## src/rtl/sbt_pkg.sv

```systemverilog
package sbt_pkg;

    typedef enum logic [3:0] {
        ST_IDLE,
        ST_ATTACH,
        ST_OFFER,
        ST_EOI_WAIT,
        ST_EOI_ACK1,
        ST_EOI_ACK0,
        ST_BIT_LOW,
        ST_BIT_SET,
        ST_BIT_HIGH,
        ST_BYTE_END,
        ST_GAP,
        ST_NEXT
    } sbt_state_e;

    typedef enum logic [1:0] {
        ERR_NONE       = 2'b00,
        ERR_ABSENT     = 2'b01,
        ERR_RX_TIMEOUT = 2'b10
    } sbt_err_e;

    typedef struct packed {
        sbt_state_e state;
        logic       last;
        logic       err_v;
        sbt_err_e   err_c;
    } sbt_regs_t;

    function automatic int unsigned max2(input int unsigned a, input int unsigned b);
        return (a > b) ? a : b;
    endfunction

endpackage

```

## src/rtl/sbt_tick.sv

```systemverilog
module sbt_tick #(
    parameter int unsigned CYC_PER_US = 125
) (
    input  logic clk,
    input  logic rst_n,
    input  logic restart,
    output logic tick
);
    localparam int unsigned PW = (CYC_PER_US > 1) ? $clog2(CYC_PER_US) : 1;
    localparam logic [PW-1:0] PRE_LAST = PW'(CYC_PER_US - 1);

    logic [PW-1:0] pre_d, pre_q;

    always_comb begin
        if (restart || pre_q == PRE_LAST) pre_d = '0;
        else                              pre_d = pre_q + 1'b1;
    end

    always_ff @(posedge clk) begin
        if (!rst_n) pre_q <= '0;
        else        pre_q <= pre_d;
    end

    assign tick = (pre_q == PRE_LAST);

    generate
        if (CYC_PER_US > 1) begin : g_spacing
            // Microsecond ticks never come back to back when the prescale exceeds one.
            assert_tick_spacing_R5: assert property (@(posedge clk) disable iff (!rst_n)
                tick |=> !tick);
        end
    endgenerate

endmodule

```

## src/rtl/sbt_timer.sv

```systemverilog
module sbt_timer #(
    parameter int unsigned TW = 10
) (
    input  logic          clk,
    input  logic          rst_n,
    input  logic          restart,
    input  logic          tick,
    input  logic [TW-1:0] limit,
    output logic          expired
);
    logic [TW-1:0] us_d, us_q;

    always_comb begin
        if (restart)                  us_d = '0;
        else if (tick && us_q != '1)  us_d = us_q + 1'b1;
        else                          us_d = us_q;
    end

    always_ff @(posedge clk) begin
        if (!rst_n) us_q <= '0;
        else        us_q <= us_d;
    end

    // Fires in the final cycle of a window of `limit` microseconds.
    assign expired = tick && (({1'b0, us_q} + 1'b1) == {1'b0, limit});

    // Elapsed time only moves forward inside one state.
    assert_us_nondecreasing_R5: assert property (@(posedge clk) disable iff (!rst_n)
        !restart |=> us_q >= $past(us_q));

endmodule

```

## src/rtl/sbt_shift.sv

```systemverilog
module sbt_shift #(
    parameter int unsigned BYTE_W = 8
) (
    input  logic              clk,
    input  logic              rst_n,
    input  logic              load,
    input  logic [BYTE_W-1:0] load_byte,
    input  logic              advance,
    output logic              bit_out,
    output logic              last_bit
);
    localparam int unsigned IW = (BYTE_W > 1) ? $clog2(BYTE_W) : 1;
    localparam logic [IW-1:0] IDX_LAST = IW'(BYTE_W - 1);

    logic [BYTE_W-1:0] sr_d, sr_q;
    logic [IW-1:0]     idx_d, idx_q;

    always_comb begin
        sr_d  = sr_q;
        idx_d = idx_q;
        if (load) begin
            sr_d  = load_byte;
            idx_d = '0;
        end else if (advance) begin
            sr_d  = sr_q >> 1;
            idx_d = idx_q + 1'b1;
        end
    end

    always_ff @(posedge clk) begin
        if (!rst_n) begin
            sr_q  <= '0;
            idx_q <= '0;
        end else begin
            sr_q  <= sr_d;
            idx_q <= idx_d;
        end
    end

    assign bit_out  = sr_q[0];
    assign last_bit = (idx_q == IDX_LAST);

    // The sequencer never asks for a bit beyond the final one.
    assert_shift_in_range_R2: assert property (@(posedge clk) disable iff (!rst_n)
        advance |-> !last_bit);

endmodule

```

## src/rtl/sbus_talker.sv

```systemverilog
module sbus_talker
    import sbt_pkg::*;
#(
    parameter int unsigned CYC_PER_US = 125,
    parameter int unsigned BYTE_W     = 8,
    parameter int unsigned HOLD_US    = 60,
    parameter int unsigned GAP_US     = 100,
    parameter int unsigned EOI_US     = 200,
    parameter int unsigned ABSENT_US  = 256,
    parameter int unsigned RXTO_US    = 1000
) (
    input  logic              clk,
    input  logic              rst_n,
    input  logic              in_valid,
    input  logic [BYTE_W-1:0] in_data,
    input  logic              in_last,
    output logic              in_ready,
    input  logic              clk_line,
    input  logic              data_line,
    output logic              clk_pull,
    output logic              data_pull,
    output logic              err_valid,
    output logic [1:0]        err_code
);
    localparam int unsigned MAX_US = max2(max2(HOLD_US, GAP_US),
                                          max2(max2(EOI_US, ABSENT_US), RXTO_US));
    localparam int unsigned TW = $clog2(MAX_US + 1);
    localparam logic [TW-1:0] LIM_HOLD   = TW'(HOLD_US);
    localparam logic [TW-1:0] LIM_GAP    = TW'(GAP_US);
    localparam logic [TW-1:0] LIM_EOI    = TW'(EOI_US);
    localparam logic [TW-1:0] LIM_ABSENT = TW'(ABSENT_US);
    localparam logic [TW-1:0] LIM_RXTO   = TW'(RXTO_US);

    sbt_regs_t cur_q, nxt_d;

    logic          tick, expired, restart;
    logic [TW-1:0] limit;
    logic          accept, advance, bit_out, last_bit;

    sbt_tick #(.CYC_PER_US(CYC_PER_US)) u_tick (
        .clk     (clk),
        .rst_n   (rst_n),
        .restart (restart),
        .tick    (tick)
    );

    sbt_timer #(.TW(TW)) u_timer (
        .clk     (clk),
        .rst_n   (rst_n),
        .restart (restart),
        .tick    (tick),
        .limit   (limit),
        .expired (expired)
    );

    sbt_shift #(.BYTE_W(BYTE_W)) u_shift (
        .clk       (clk),
        .rst_n     (rst_n),
        .load      (accept),
        .load_byte (in_data),
        .advance   (advance),
        .bit_out   (bit_out),
        .last_bit  (last_bit)
    );

    assign in_ready = (cur_q.state == ST_IDLE) || (cur_q.state == ST_NEXT);

    always_comb begin
        nxt_d       = cur_q;
        nxt_d.err_v = 1'b0;
        nxt_d.err_c = ERR_NONE;
        accept      = 1'b0;
        advance     = 1'b0;
        limit       = '0;
        unique case (cur_q.state)
            ST_IDLE: begin
                if (in_valid) begin
                    accept      = 1'b1;
                    nxt_d.last  = in_last;
                    nxt_d.state = ST_ATTACH;
                end
            end
            ST_ATTACH: begin
                limit = LIM_ABSENT;
                if (data_line) begin
                    nxt_d.state = ST_OFFER;
                end else if (expired) begin
                    nxt_d.state = ST_IDLE;
                    nxt_d.err_v = 1'b1;
                    nxt_d.err_c = ERR_ABSENT;
                end
            end
            ST_OFFER: begin
                if (!data_line) nxt_d.state = cur_q.last ? ST_EOI_WAIT : ST_BIT_LOW;
            end
            ST_EOI_WAIT: begin
                limit = LIM_EOI;
                if (expired) nxt_d.state = ST_EOI_ACK1;
            end
            ST_EOI_ACK1: begin
                if (data_line) nxt_d.state = ST_EOI_ACK0;
            end
            ST_EOI_ACK0: begin
                if (!data_line) nxt_d.state = ST_BIT_LOW;
            end
            ST_BIT_LOW: begin
                limit = LIM_HOLD;
                if (expired) nxt_d.state = ST_BIT_SET;
            end
            ST_BIT_SET: begin
                nxt_d.state = ST_BIT_HIGH;
            end
            ST_BIT_HIGH: begin
                limit = LIM_HOLD;
                if (expired) begin
                    if (last_bit) begin
                        nxt_d.state = ST_BYTE_END;
                    end else begin
                        advance     = 1'b1;
                        nxt_d.state = ST_BIT_LOW;
                    end
                end
            end
            ST_BYTE_END: begin
                limit = LIM_RXTO;
                // A busy response in the expiry cycle takes precedence.
                if (data_line) begin
                    nxt_d.state = cur_q.last ? ST_IDLE : ST_GAP;
                end else if (expired) begin
                    nxt_d.state = ST_IDLE;
                    nxt_d.err_v = 1'b1;
                    nxt_d.err_c = ERR_RX_TIMEOUT;
                end
            end
            ST_GAP: begin
                limit = LIM_GAP;
                if (expired) nxt_d.state = ST_NEXT;
            end
            ST_NEXT: begin
                if (in_valid) begin
                    accept      = 1'b1;
                    nxt_d.last  = in_last;
                    nxt_d.state = ST_OFFER;
                end
            end
            default: nxt_d.state = ST_IDLE;
        endcase
    end

    assign restart = (nxt_d.state != cur_q.state);

    always_ff @(posedge clk) begin
        if (!rst_n) begin
            cur_q <= '{state: ST_IDLE, last: 1'b0, err_v: 1'b0, err_c: ERR_NONE};
        end else begin
            cur_q <= nxt_d;
        end
    end

    always_comb begin
        unique case (cur_q.state)
            ST_ATTACH, ST_EOI_ACK1, ST_EOI_ACK0, ST_BIT_LOW, ST_BIT_SET,
            ST_BYTE_END, ST_GAP, ST_NEXT: clk_pull = 1'b1;
            default:                      clk_pull = 1'b0;
        endcase
    end

    assign data_pull = ((cur_q.state == ST_BIT_SET) || (cur_q.state == ST_BIT_HIGH)) && bit_out;
    assign err_valid = cur_q.err_v;
    assign err_code  = cur_q.err_c;

    assert_err_single_R12: assert property (@(posedge clk) disable iff (!rst_n)
        err_valid |=> !err_valid);

    assert_err_lines_free_R9: assert property (@(posedge clk) disable iff (!rst_n)
        err_valid |-> (!clk_pull && !data_pull));

    assert_bit_steady_R5: assert property (@(posedge clk) disable iff (!rst_n)
        (!clk_pull && !$past(clk_pull)) |-> $stable(data_pull));

    assert_offer_waits_R3: assert property (@(posedge clk) disable iff (!rst_n)
        (cur_q.state == ST_OFFER && data_line) |=> (cur_q.state == ST_OFFER));

    assert_no_take_in_bits_R13: assert property (@(posedge clk) disable iff (!rst_n)
        (cur_q.state == ST_BIT_HIGH) |-> !in_ready);

endmodule

```

## config.mk

```make
export PLATFORM = sky130hd
export DESIGN_NAME = sbus_talker
export DESIGN_NICKNAME = d
export VERILOG_FILES = /design/src/rtl/sbt_pkg.sv /design/src/rtl/sbt_tick.sv /design/src/rtl/sbt_timer.sv /design/src/rtl/sbt_shift.sv /design/src/rtl/sbus_talker.sv
export SDC_FILE = /design/constraint.sdc
export NUM_CORES = 1
export LEC_CHECK = 0
export BUFFER_PORTS_ARGS = -buffer_cell sky130_fd_sc_hd__buf_4
export CAP_MARGIN = 20
export CORE_MARGIN = 1
export CORE_UTILIZATION = 55
export DETAILED_ROUTE_END_ITERATION = 16
export HOLD_SLACK_MARGIN = 0.12
export PLACE_DENSITY = 0.74
export SYNTH_ARGS = -nofsm -noshare
export SYNTH_HDL_FRONTEND = slang
export SYNTH_SLANG_ARGS = --single-unit
```

## constraint.sdc

```tcl
create_clock -name clk -period 3 [get_ports clk]
set_clock_uncertainty 0.15 [all_clocks]
set_input_delay 0.75 -clock clk [delete_from_list [all_inputs] [get_ports clk]]
set_output_delay 0.75 -clock clk [all_outputs]
set_load 0.005 [all_outputs]
```

* After elaboration in Yosys (flattened, before gate mapping)
Memories as Yosys holds them, arrays and structs flattened. A register that Yosys moved wholly into a read port is not among the register bits. Cells that the tools add are included.
Storage, ports and cells: bits in registers 36, bits in read-only memories 16, input bits 14, output and inout bits 6, word-level logic and storage cells 78, memories kept 1
Operators by class: add/subtract/negate cells 4, equal/unequal tests 18, muxes and demuxes 31, bitwise logic cells 1, reduce and logical (&&, ||, !) cells 15
Memories:
- (no name shown) | depth 16, bits a word 1, read ports 1, clocked after Yosys merged registers in 1, wr ports 0, RTL line sbus_talker.sv:161 | unique case (cur_q.state)
Operator list (count):
- 4-bit 2-to-1 mux | 13
- 10-bit one-hot mux with 5 select lines | 1
- 4-bit one-hot mux with 12 select lines | 1
- 4-bit by 3-bit equality test with 1-bit output (second input constant) | 4
- 4-bit equality test (second input constant) | 4
- 8-bit 2-to-1 mux | 2
- 3-bit 2-to-1 mux | 5
- 10-bit by 1-bit adder with 11-bit output (second input constant) | 1
- 11-bit by 10-bit equality test with 1-bit output | 1
- 10-bit by 1-bit adder with 10-bit output (second input constant) | 1
- 5-bit 2-to-1 mux | 2
- 10-bit != test (second input constant) | 1
- 2-bit OR reduction | 5
- 4-bit by 2-bit equality test with 1-bit output (second input constant) | 2
- 7-bit by 1-bit adder with 7-bit output (second input constant) | 1
- 7-bit equality test (second input constant) | 1
- 3-bit one-hot mux with 2 select lines | 1
- 1-bit 2-to-1 mux | 5
- 4-bit by 1-bit equality test with 1-bit output (second input constant) | 1
- 4-bit logical NOT | 1
- 2-bit != test (second input constant) | 2
- 4-bit != test | 1
- 2-bit nonzero test | 2
- 3-bit by 1-bit adder with 3-bit output (second input constant) | 1
- 6 further kinds | 10

* Logic depth before layout (Yosys ltp)
depth after elaboration 11, depth in mapped cells 11, depth with buffers taken out 10

* Modules after synthesis
Synthesis repeated with hierarchy kept, for this count alone.
Second synthesis, totals: cell total of the unflattened synthesis 282, area total of the unflattened synthesis 2454.9 um2
By module, submodules not included:
- sbt_timer | times used 1, cells an instance 97, area each 807.0 um2, sequential area each 200.2 um2
- sbus_talker | times used 1, cells an instance 102, area each 804.5 um2, sequential area each 180.2 um2
- sbt_shift | times used 1, cells an instance 47, area each 525.5 um2, sequential area each 220.2 um2
- sbt_tick | times used 1, cells an instance 36, area each 317.8 um2, sequential area each 140.1 um2

* Least setup slack after synthesis
No wires, ideal clock.
kind register -> register, start register u_timer.us_q[0], end register u_timer.us_q[6], setup time 0.115 ns, data arrival time 2.517 ns, required time 2.735 ns, slack 0.218 ns, cell stages (with the launch flop) 11, buffers on the path 1, period minus slack after synthesis 2.782 ns, path through dfxtp_1 -> ha_1 -> nand3_1 -> or2_1 -> xor2_1 -> mux2_4 -> nor4_4 -> a21oi_2 -> o221ai_4 -> buf_8 -> nor2_2
On the way: word-level cells in the longest chain between the ends 8, elaborated cells on any way between the ends 16, classes of those cells add/sub (2); eq/ne (3); mux (8); reduce/logical (3)
RTL lines:
- start: declaration | RTL line sbt_timer.sv:11 | logic [TW-1:0] us_d, us_q;
- start signal: assignment | RTL line sbt_timer.sv:21 | else us_q <= us_d;
- 10-bit by 1-bit adder with 11-bit output | RTL line sbt_timer.sv:25 | assign expired = tick && (({1'b0, us_q} + 1'b1) == {1'b0, limit});
- 11-bit by 10-bit equality test with 1-bit output | RTL line sbt_timer.sv:25
- 1-bit logical AND | RTL line sbt_timer.sv:25
- 4-bit 2-to-1 mux | RTL line sbus_talker.sv:87, sbus_talker.sv:129
- 4-bit 2-to-1 mux (on tied branches) | RTL line sbus_talker.sv:127, sbus_talker.sv:85
- 4-bit one-hot mux with 12 select lines | RTL line sbus_talker.sv:75 | unique case (cur_q.state)
- 4-bit != test | RTL line sbus_talker.sv:150 | assign restart = (nxt_d.state != cur_q.state);
- 2-bit OR reduction (no source line)
Parallel ways exist; a longest one is shown, timed or not. A chain may end at the register's enable or synchronous reset.

* Worst setup path after layout
start register cur_q[5] in the netlist's numbering, end register, netlist name clk_pull
On the way: word-level cells in the longest chain between the ends 9, elaborated cells on any way between the ends 30, classes of those cells eq/ne (12); mux (15); reduce/logical (3)
RTL lines:
- start: declaration | RTL line sbus_talker.sv:34 | sbt_regs_t cur_q, nxt_d;
- start signal: assignment | RTL line sbus_talker.sv:154 | cur_q <= '{state: ST_IDLE, last: 1'b0, err_v: 1'b0, err_c: ERR_NONE};
- start signal: assignment | RTL line sbus_talker.sv:156 | cur_q <= nxt_d;
- 4-bit equality test / 4-bit by 3-bit equality test with 1-bit output (equally long branches) | RTL line sbus_talker.sv:75
- 2-bit OR reduction (no source line)
- 10-bit one-hot mux with 5 select lines | RTL line sbus_talker.sv:75
- 11-bit by 10-bit equality test with 1-bit output | RTL line sbt_timer.sv:25
- 1-bit logical AND | RTL line sbt_timer.sv:25
- 4-bit 2-to-1 mux | RTL line sbus_talker.sv:87, sbus_talker.sv:129
- 4-bit 2-to-1 mux (on tied branches) | RTL line sbus_talker.sv:127, sbus_talker.sv:85
- 4-bit one-hot mux with 12 select lines * | RTL line sbus_talker.sv:75
- 4-bit 2-to-1 mux (no source line) *
Mark *: on every way between the ends. The rest lies on a longest branch, timed or not. The select of a mux whose other input is x is not followed.

==> results.tsv <==
stage	metric	value	unit
run_status	status	completed	
global_routing	met1 GRT Util	0.2811	
yosys	EDFF count, synth	0	
floorplan	die span in x	70.48	um
global_routing	GR Util met2	0.3668	
floorplan	core area	4444	um^2
yosys	post-synthesis compound-gate area fraction	0.1756	
route	Antenna Nets Post-Route	0	
power	Sw Share	0.2937	
critical_path	CP Max Fanout	15	
clock_tree	H-tree depth	2	
critical_path	crit path DAT	2.94	ns
route	first drt pass iteration count	4	
sta	Highest Clock Rate	342.1	MHz
yosys	Synth Warn #	0	
global_routing	GRT Total Usage	0.2168	
final_layout	Final Core Density	0.6619	
yosys	Synthesized Nets	332	
global_routing	number of global-route vias before repair	1923	
final_layout	area grow syn2layout	14.07	%
floorplan	Die ar.	4967	um^2
sta	Pins Over Slew Limit	0	
route	via count	2245	
yosys	Synth Area in Simple Gates	0.2795	
power	Logic pwr share	0.186	
yosys	dominant cell type by area after synthesis	dfxtp_1	
route	DR WL/cell	14.31	um
route	Remaining DRCs	0	
flow_run	# Max-Cap Violations	0	
sta	Slew headroom	0.6194	
yosys	post-synthesis xor/xnor area fraction	0.09461	
place	post-DP HPWL	3797	um
global_routing	initial antenna violation count	0	
sta	final worst-path cycle share	0.9743	
global_routing	largest net degree at the start of global routing	19	
place	GP Congestion	0.8857	
yosys	synth top area cells	dfxtp_1 29%, mux2i_1 5.0%, xor2_1 4.8%, nor2_1 4.7%, nand2_1 4.5%	
power	net switching power	0.3327	mW
place	dpl cells	376	
final_layout	Ant. Diodes	0	
yosys	Mean Syn Cell Area	8.265	um^2
global_routing	total grt overflow	0	
yosys	largest family of logic cells by synthesized area	simple AND/OR/NAND/NOR gates	
floorplan	row count	24	
clock_tree	CTS buffer count	5	
sta	Worst Slack Setup Final	0.07706	ns
route	WL final	5537	um
yosys	Post-Synth Adder-Cell Area	0.02911	
sta	Final Critical Period	2.923	ns
sta	WHS	0.3219	ns
floorplan	die height	70.48	um
floorplan	# IOs	20	
worst_hold_path	Min-Delay Path Class	reg2reg	
power	Peak supply drop	0.0003749	V
yosys	Seq cells post-synth	37	
final_layout	FILL cells	390	
yosys	fraction of the yosys area taken by sequential cells	0.2872	
sta	Final Hold Violating Endpoints	0	
final_layout	layout cells sized above 1	0.2299	
power	sequential share of power	0.478	
place	pre-CTS WS	0.1215	ns
clock_tree	Root Driver	clkbuf_8	
sta	Setup-failing EPs final	0	
yosys	Synth Cell Area	2579	um^2
power	clock share of power	0.336	
sta	setup_tns	0	ns
clock_tree	clk_lat worst skew	0.29	ns
final_layout	# nets final	354	
yosys	mux contribution to synthesized area	0.06065	
critical_path	Critical Path RT	3.01	ns
place	IO buf count	18	
sta	Worst-Margin Slew	0.5697	ns
floorplan	Initial Util	0.5802	
yosys	Cells after Synth	312	
yosys	Synth top area share	0.2872	
power	leak pwr	1.195	nW
route	mean number of vias per cell	5.801	
yosys	post-synthesis async set-or-reset flop share	0	
route	Initial DRC Count	84	
power	Int Pwr	0.8001	mW
global_routing	met3 usage	0.04040	
clock_tree	CTS Buffer Depth	2	
clock_tree	clock sink total	37	
global_routing	first-pass GRT wire length	8707	um
yosys	dominant synthesized flop cell	dfxtp_1	
power	power per cell area	385.1	nW/um^2
critical_path	endpoint class of the critical path	flop	
critical_path	critical path launch point type	flop	
clock_tree	TritonCTS clock tree	built	
critical_path	WS Path Type	reg2reg	
global_routing	layer with the highest usage	met2	
yosys	Synth cell types	66	
clock_tree	Clk pin slew, worst setup/hold paths	0.07	ns
final_layout	Final Non-Filler Cells	387	
synth_stat cells, drive strengths merged (3+ instances only):
master,instances
a211oi,11
a21o,3
a21oi,12
a31oi,4
and2,4
buf,17
clkbuf,7
dfxtp,37
ha,6
inv,11
mux2i,13
nand2,31
nand2b,4
nand3,13
nand4,4
nor2,42
nor2b,4
nor3,7
nor3b,4
nor4,6
o21ai,8
o221ai,3
xnor2,13
xor2,14
flip-flops by register name, summed over array words and instances (netlist names):
signal,cells
u_shift.sr_q,8
err_valid,1
u_tick.pre_q,7
cur_q,5
u_timer.us_q,10
err_code,2
clk_pull,1
u_shift.idx_q,3
per-layer routing:
metal | up-vias | share of wire | wire (um)
met5 | - | 0 | 0
met4 | 0 | 0.013 | 70
met3 | 7 | 0.043 | 240
met2 | 58 | 0.50 | 2788
met1 | 1036 | 0.44 | 2437
li1 | 1144 | - | -
layout by cell type (no fill, tap or decap), drive strengths merged, types with 11 or more instances in the layout:
cell and instances:
nor2 42, xor2 14, a211oi 11, buf 38
xnor2 13, nand2 31, inv 11, nand3 14
dfxtp 37, a21oi 12, mux2i 13
logic make-up (layout without fill, tap and decap cells):
kind of cell	count (synthesis)	count (layout)
buffers and inverters	35	57
AOI/OAI and AO/OA	59	59
DFF	37	37
muxes	15	15
xor gates and xnor gates	27	27
and+or+nand+nor	133	134
adders and majority gates	6	6
path summary, 6_finish.rpt:
path,from,end,slack [ns],depth (start not counted)
max,cur_q[5],clk_pull,0.08,9
min,u_shift.sr_q[7],u_shift.sr_q[7],0.32,2
max reg2reg,cur_q[5],clk_pull,0.08,9
min reg2reg,u_shift.sr_q[7],u_shift.sr_q[7],0.32,2
power by group through the flow:
stage	Clock (mW)	Combinational, mW	Sequential (mW)
after detailed placement	0	0.205	0.553
final	0.380	0.211	0.541
after floorplan	0	0.158	0.537
after CTS	0.385	0.207	0.541
after global routing	0.406	0.233	0.545
after global placement	0	0.201	0.552
critical path, stage by stage (launching register included):
cell and delay (ns):
dfxtp_1 0.63, xnor2_1 0.17, a211oi_1 0.31, nand2_1 0.08, mux2_4 0.30, nor4_4 0.30, buf_6 0.19, and2_1 0.20
mux2i_2 0.31, o221ai_1 0.16
cell type report:
cell class / instances / area [um^2] / area share
flip-flops and latches: 37 / 744.5 / 0.2531
inverters: 11 / 41.29 / 0.01404
multi-input cells: 241 / 1693 / 0.5755
clock buffers: 6 / 82.58 / 0.02807
clock inverters: 2 / 13.76 / 0.004679
repair buffers: 38 / 301.5 / 0.1025
well taps: 52 / 65.06 / 0.02212
metrics by stage:
| stage | power [mW] | area [um^2] |
|---|---|---|
| floorplan | 0.6957 | 2579 |
| global placement | 0.7526 | 2779 |
| CTS | 1.132 | 2875 |
| detailed placement | 0.7582 | 2779 |
| finish | 1.133 | 2942 |
| global route | 1.184 | 2942 |
repair_timing:
| action | CTS | global route |
|---|---|---|
| resized for setup | 0 | 9 |
| endpoints found under the setup margin | 0 | 12 |
| setup buffers | 0 | 2 |
| hold buffers | 0 | 0 |
Note: power is estimated with default switching activity, not from simulation.
